==> src/rtl/dbg_bg_pkg.sv <==
package dbg_bg_pkg;

    localparam int DBG_DATA_W = 8;
    localparam int DBG_STAT_W = 2;

    localparam int OPC_NOP     = 0;
    localparam int OPC_RD_CTRL = 1;
    localparam int OPC_RD_FLAG = 2;

    localparam int STAT_BACKGROUND = 0;

    typedef enum logic {
        ST_IDLE    = 1'b0,
        ST_RD_PEND = 1'b1
    } eng_state_t;

endpackage

==> src/rtl/dbg_bg_shreg.sv <==
module dbg_bg_shreg #(
    parameter int DATA_W = 8,
    parameter int STAT_W = 2
) (
    input  logic              tck,
    input  logic              trst_n,
    input  logic              sel_i,
    input  logic              capture_i,
    input  logic              shift_i,
    input  logic              tdi_i,
    input  logic [DATA_W-1:0] par_i,
    input  logic [STAT_W-1:0] status_i,
    output logic [DATA_W-1:0] data_o,
    output logic              tdo_o
);

    localparam int SR_W = DATA_W + STAT_W;

    logic [SR_W-1:0] sr_q;

    // Capture and shift act on the rising edge of TCK.
    always_ff @(posedge tck or negedge trst_n) begin
        if (!trst_n) begin
            sr_q <= '0;
        end else if (sel_i) begin
            if (capture_i) begin
                sr_q <= {par_i, status_i};
            end else if (shift_i) begin
                sr_q <= {tdi_i, sr_q[SR_W-1:1]};
            end
        end
    end

    // TDO is launched on the falling edge, half a cycle ahead of the host sample.
    always_ff @(negedge tck or negedge trst_n) begin
        if (!trst_n) begin
            tdo_o <= 1'b0;
        end else begin
            tdo_o <= sr_q[0];
        end
    end

    assign data_o = sr_q[SR_W-1:STAT_W];

endmodule

==> src/rtl/dbg_bg_engine.sv <==
module dbg_bg_engine
    import dbg_bg_pkg::*;
#(
    parameter int DATA_W = 8
) (
    input  logic              tck,
    input  logic              trst_n,
    input  logic              sel_i,
    input  logic              update_i,
    input  logic              isp_own_i,
    input  logic [DATA_W-1:0] cmd_i,
    input  logic [DATA_W-1:0] ctrl_i,
    input  logic [DATA_W-1:0] flag_i,
    output logic [DATA_W-1:0] hold_o,
    output logic              rd_ctrl_o,
    output logic              rd_flag_o
);

    localparam logic [DATA_W-1:0] CMD_NOP     = DATA_W'(OPC_NOP);
    localparam logic [DATA_W-1:0] CMD_RD_CTRL = DATA_W'(OPC_RD_CTRL);
    localparam logic [DATA_W-1:0] CMD_RD_FLAG = DATA_W'(OPC_RD_FLAG);

    eng_state_t        state_q, state_d;
    logic [DATA_W-1:0] hold_q, hold_d;
    logic              accept;

    assign accept = sel_i && update_i && !isp_own_i;

    // State register: the holding byte and the engine state change on the TCK falling edge.
    always_ff @(negedge tck or negedge trst_n) begin
        if (!trst_n) begin
            state_q <= ST_IDLE;
            hold_q  <= '0;
        end else begin
            state_q <= state_d;
            hold_q  <= hold_d;
        end
    end

    // Transitions and outputs.
    always_comb begin
        state_d   = state_q;
        hold_d    = hold_q;
        rd_ctrl_o = 1'b0;
        rd_flag_o = 1'b0;
        unique case (state_q)
            ST_IDLE: begin
                if (accept) begin
                    if (cmd_i == CMD_RD_CTRL) begin
                        hold_d    = ctrl_i;
                        rd_ctrl_o = 1'b1;
                        state_d   = ST_RD_PEND;
                    end else if (cmd_i == CMD_RD_FLAG) begin
                        hold_d    = flag_i;
                        rd_flag_o = 1'b1;
                        state_d   = ST_RD_PEND;
                    end else begin
                        hold_d = CMD_NOP;
                    end
                end
            end
            ST_RD_PEND: begin
                if (accept) begin
                    hold_d  = CMD_NOP;
                    state_d = ST_IDLE;
                end
            end
            default: begin
                state_d = ST_IDLE;
            end
        endcase
    end

    assign hold_o = hold_q;

endmodule

==> src/rtl/dbg_bg_port.sv <==
module dbg_bg_port
    import dbg_bg_pkg::*;
#(
    parameter int              DATA_W = DBG_DATA_W,
    parameter int              STAT_W = DBG_STAT_W,
    parameter int              IR_W   = 3,
    parameter logic [IR_W-1:0] DBG_IR = 3'b010,
    parameter int              MODE_W = 2
) (
    input  logic              tck,
    input  logic              trst_n,
    input  logic [IR_W-1:0]   ir_code,
    input  logic              capture_dr,
    input  logic              shift_dr,
    input  logic              update_dr,
    input  logic              tdi,
    input  logic              isp_en,
    input  logic [MODE_W-1:0] isp_mode,
    input  logic [DATA_W-1:0] ctrl_reg_i,
    input  logic [DATA_W-1:0] flag_reg_i,
    output logic              tdo,
    output logic              tdo_oe,
    output logic              rd_ctrl_o,
    output logic              rd_flag_o
);

    localparam logic [STAT_W-1:0] BG_STATUS = STAT_W'(STAT_BACKGROUND);

    logic              dbg_sel;
    logic              isp_own;
    logic [DATA_W-1:0] cmd_byte;
    logic [DATA_W-1:0] hold_q;

    assign dbg_sel = (ir_code == DBG_IR);
    assign isp_own = isp_en && (isp_mode == '0);
    assign tdo_oe  = dbg_sel && shift_dr;

    dbg_bg_shreg #(
        .DATA_W (DATA_W),
        .STAT_W (STAT_W)
    ) u_shreg (
        .tck       (tck),
        .trst_n    (trst_n),
        .sel_i     (dbg_sel),
        .capture_i (capture_dr),
        .shift_i   (shift_dr),
        .tdi_i     (tdi),
        .par_i     (hold_q),
        .status_i  (BG_STATUS),
        .data_o    (cmd_byte),
        .tdo_o     (tdo)
    );

    dbg_bg_engine #(
        .DATA_W (DATA_W)
    ) u_eng (
        .tck       (tck),
        .trst_n    (trst_n),
        .sel_i     (dbg_sel),
        .update_i  (update_dr),
        .isp_own_i (isp_own),
        .cmd_i     (cmd_byte),
        .ctrl_i    (ctrl_reg_i),
        .flag_i    (flag_reg_i),
        .hold_o    (hold_q),
        .rd_ctrl_o (rd_ctrl_o),
        .rd_flag_o (rd_flag_o)
    );

endmodule

==> config.mk <==
export PLATFORM = sky130hd
export DESIGN_NAME = dbg_bg_port
export DESIGN_NICKNAME = d
export VERILOG_FILES = /design/src/rtl/dbg_bg_pkg.sv /design/src/rtl/dbg_bg_shreg.sv /design/src/rtl/dbg_bg_engine.sv /design/src/rtl/dbg_bg_port.sv
export SDC_FILE = /design/constraint.sdc
export NUM_CORES = 1
export LEC_CHECK = 0
export ABC_CLOCK_PERIOD_IN_PS = 2300
export CAP_MARGIN = 5
export CORE_ASPECT_RATIO = 1.25
export CORE_MARGIN = 4
export CORE_UTILIZATION = 60
export CTS_BUF_LIST = sky130_fd_sc_hd__clkbuf_16
export DETAILED_ROUTE_END_ITERATION = 8
export DONT_BUFFER_PORTS = 1
export HOLD_SLACK_MARGIN = 0.05
export PLACE_DENSITY = 0.76
export SYNTH_ARGS = -nofsm -noshare
export SYNTH_HDL_FRONTEND = slang
export SYNTH_SLANG_ARGS = --single-unit
export TNS_END_PERCENT = 1
==> constraint.sdc <==
create_clock -name tck -period 2.3 [get_ports tck]
set_input_delay 0.345 -clock tck [delete_from_list [all_inputs] [get_ports tck]]
set_output_delay 0.345 -clock tck [all_outputs]
set_load 0.01 [all_outputs]
== After elaboration in Yosys (flattened, before gate mapping) ==
Cells that the tools add are included.
Word-level totals
  input port bits: 28
  register bits: 20
  output and inout bits: 4
Operators by class
  reduce and logical (&&, ||, !) cells: 9
  bitwise gates (word level): 1
  muxes and demuxes: 18
  equal/unequal tests: 5
Operator list (count)
  8-bit 2-to-1 mux: 4
  10-bit 2-to-1 mux: 2
  8-bit one-hot mux with 2 select lines: 1
  1-bit 2-to-1 mux: 10
  8-bit by 1-bit equality test with 1-bit output, second input constant: 1
  8-bit by 2-bit equality test with 1-bit output, second input constant: 1
  1-bit logical AND: 4
  2-bit AND reduction: 2
  3-bit by 2-bit equality test with 1-bit output, second input constant: 1
  2-bit zero test: 1
  2-bit by 1-bit inequality test with 1-bit output, second input constant: 1
  2-bit inequality test, second input constant: 1
  1-bit one-hot mux with 2 select lines: 1
  2-bit nonzero test: 1
  1-bit zero test: 1
  1-bit NOT: 1

== Logic depth before layout (Yosys ltp) ==
  word-level depth: 6
  mapped depth: 5
  mapped depth without buffers: 3

== By module ==
Synthesis repeated with hierarchy kept, for this count alone.
Unflattened totals
  cells, all modules: 114
  area total of the unflattened synthesis: 1117.3 um^2
By module, submodules not included
  dbg_bg_shreg: sequential area each 275.3 um^2, times used 1, area each 575.6 um^2, cells each 57
  dbg_bg_engine: sequential area each 225.2 um^2, times used 1, area each 510.5 um^2, cells each 53
  dbg_bg_port: sequential area each 0.0 um^2, times used 1, area each 31.3 um^2, cells each 4

==> results by group <==
Final layout
  – Core Util, Final: 71.45%
  – Layout cells sized above 1: 41.67%
  – Fin nets: 125
  – Ant diodes: 0
  – Fillers: 126
  – Area Overhead vs Synth: 13.83%

Critical path
  – Critical path arrival: 2.35 ns
  – Bufs and invs on worst path: 0
  – Crit path max-delay family: simple AND/OR/NAND/NOR gates
  – Slowest stage delay, CP: 0.36 ns
  – Critical Path End Type: primary output
  – Crit Path Class: reg -> out
  – Max stage delay cell, worst path: dfrtn_1
  – Worst Path Required: 1.96 ns
  – Crit path cell chain: nor3_2 > and2_4 > and3_2
  – Worst-path maximum fanout: 4
  – CP startpoint kind: flip-flop

Yosys
  – Syn nets: 118
  – Main flop type after synthesis: dfrtp_1
  – Area of the mapped netlist: 1095 um^2
  – Asr flop ratio synth: 100.0%
  – Synth Warn #: 0
  – #FFs+latches synth: 20
  – Yosys cell types: 28
  – Cells after Synth: 90
  – Mapped Avg Cell Area: 12.16 um^2
  – Post-synth EDFFs: 0
  – Sequential area share after synthesis: 45.71%

Clock network
  – Clock sink count: 20
  – Htree depth: 1
  – Clock slew at reported path FFs: 0.05 ns
  – Num CTS Buffers: 3
  – CTS Buffer Depth: 2
  – Worst-Skew Late Latency: 0.28 ns
  – Setup Buffers After CTS: 0
  – CTS tree: built
  – Root buf cell: clkbuf_16

GRT
  – Met3 usage: 3.236%
  – Total GRT Usage: 20.91%
  – Gr ovfl total: 0
  – Vias in the first global route: 831
  – Initial antenna violation count: 0
  – Pin count of the biggest net entering global routing: 12
  – First-pass GRT wire length: 3933 um
  – Met1 Track Usage GR: 28.13%
  – Busiest layer in global routing: met2
  – GR Layer Usage met2: 32.48%

Detailed routing
  – Routed wire length per instance: 19.85 um
  – Via-per-instance ratio: 6.452
  – Routed Wire Length: 2283 um
  – Initial DRT Pass Iterations: 3
  – Via count: 742
  – DRC violations left: 0
  – Post-DRT Antenna Nets: 0
  – Drt initial violations: 3

Floorplan
  – Initial Utilization: 62.77%
  – Row count: 17
  – Die W: 46.21 um
  – I/O pin cnt: 32
  – Die Area: 2576 um^2
  – Chip Height: 55.76 um
  – Core ar.: 1744 um^2

STA
  – Clock skew: 0.03058 ns
  – Worst Max-Slew Pin Slew: 0.4848 ns
  – Max-slew violations: 0
  – Fin worst setup slack: -0.3977 ns
  – Setup violations, final: 10
  – RSZ-0062 raised after global routing: yes
  – Max-slew headroom: 67.58%
  – Final hold vios: 0

Placed design
  – Port bufs: 0
  – Detailed Place HPWL: 1570 um
  – GPL Wtd Cong: 0.7620

Status
  – Failing checks: setup timing
  – Run status: finished, violations left

Job
  – Max cap viols: 0

Worst hold path
  – Hold Crit Class: in -> reg

Pwr
  – Leak Pwr: 0.5771 nW
  – Power, Total: 0.8457 mW
  – VDD IR-drop max: 0.0004701 V
  – Cell area power density: 678.6 nW/um^2
[cell families (layout without fill, tap and decap cells)]
| group | after synthesis | count (layout) | synth area share, % |
|---|---|---|---|
| compound gates | 29 | 29 | 20.80 |
| flops | 20 | 20 | 45.71 |
| mux | 17 | 17 | 17.37 |
| simple gates | 17 | 17 | 12.23 |
| buf+inv | 7 | 13 | 3.885 |
[state kept, by name, indices dropped and copies added, names as in the netlist]
register,cells
u_shreg.tdo_o,1
u_shreg.sr_q,10
u_eng.state_q,1
u_eng.hold_o,8
[stage by stage]
stage | setup WS (ns) | hold slack (ns) | cell area (um^2) | cells | TNS (ns)
after floorplan | -0.3019 | 0.04941 | 1095 | 90 | -2.761
after global placement | -0.1426 | 0.04992 | 1132 | 110 | -1.425
after detailed placement | -0.1965 | 0.04988 | 1132 | 110 | -1.981
after CTS | -0.3974 | 0.1961 | 1246 | 115 | -1.377
after global routing | -0.4542 | 0.2192 | 1246 | 115 | -1.980
final | -0.3977 | 0.1947 | 1246 | 115 | -1.407
[cells in the mapped netlist, types with 2 or more instances]
| cell type | n | area (um^2) |
|---|---|---|
| mux2_2 | 16 | 180.2 |
| dfrtn_1 | 10 | 250.2 |
| dfrtp_1 | 10 | 250.2 |
| a21boi_0 | 8 | 60.06 |
| a22o_1 | 8 | 70.07 |
| a31o_1 | 4 | 35.03 |
| a31o_2 | 4 | 35.03 |
| o21ai_0 | 4 | 20.02 |
| and2_1 | 2 | 12.51 |
| and3_2 | 2 | 15.01 |
| buf_1 | 2 | 7.510 |
| buf_6 | 2 | 22.52 |
| nand3_1 | 2 | 10.01 |
| nor2b_1 | 2 | 12.51 |
[final cells by class]
type                       instances  area [um^2]  area share (%)
tap                               19        23.77           1.908
sequential                        20        500.5           40.16
clock inverter                     1        3.754          0.3012
timing repair buffer               8        62.56           5.020
clock buffer                       3        75.07           6.024
multi-input combinational         63        576.8           46.28
inverter                           1        3.754          0.3012
[layer usage]
| layer | routed length, um | vias up | part of all wire, % |
|---|---|---|---|
| met2 | 1127 | 24 | 49 |
| met1 | 1005 | 363 | 44 |
| li1 | - | 351 | - |
| met3 | 122 | 4 | 5.3 |
| met5 | 0 | - | 0 |
| met4 | 29 | 0 | 1.3 |
[final timing paths]
| path | start | endpoint | slack, ns | depth (start not counted) |
|---|---|---|---|---|
| worst max-delay path | u_eng.state_q | rd_ctrl_o | -0.40 | 3 |
| worst min-delay path | capture_dr | u_shreg.sr_q[1] | 0.19 | 1 |
| worst max register to register | u_shreg.sr_q[2] | u_eng.hold_o[5] | -0.11 | 4 |
| worst min register to register | u_shreg.sr_q[0] | u_shreg.sr_q[0] | 0.51 | 2 |
| max in group asynchronous | trst_n | u_eng.hold_o[5] | 1.40 | 0 |
| min in group asynchronous | trst_n | u_shreg.sr_q[1] | 0.49 | 1 |
[cell usage in the layout (no fill, tap or decap), drive strengths merged, types with 2 or more instances in the layout]
cell,n
clkbuf,3
nor2,2
a31o,8
and3,2
nand3,2
o21ai,4
or3b,2
a21boi,8
and2,3
dfrtp,10
dfrtn,10
buf,7
a22o,8
mux2,16
nor2b,2
[where the power goes]
group / internal (mW) / switching (mW)
registers: 0.364 / 0.0132
clock network: 0.232 / 0.127
logic: 0.0620 / 0.0473
total: 0.658 / 0.188
[what timing repair did]
item | 4_1_cts | 5_1_grt
endpoints found under the setup margin | 11 | 11
hold buffers | 1 | 0
hold endpoints to repair | 10 | 0
pin swaps | 1 | 1
resized for setup | 5 | 0
Power figures use the tool's default switching activity.
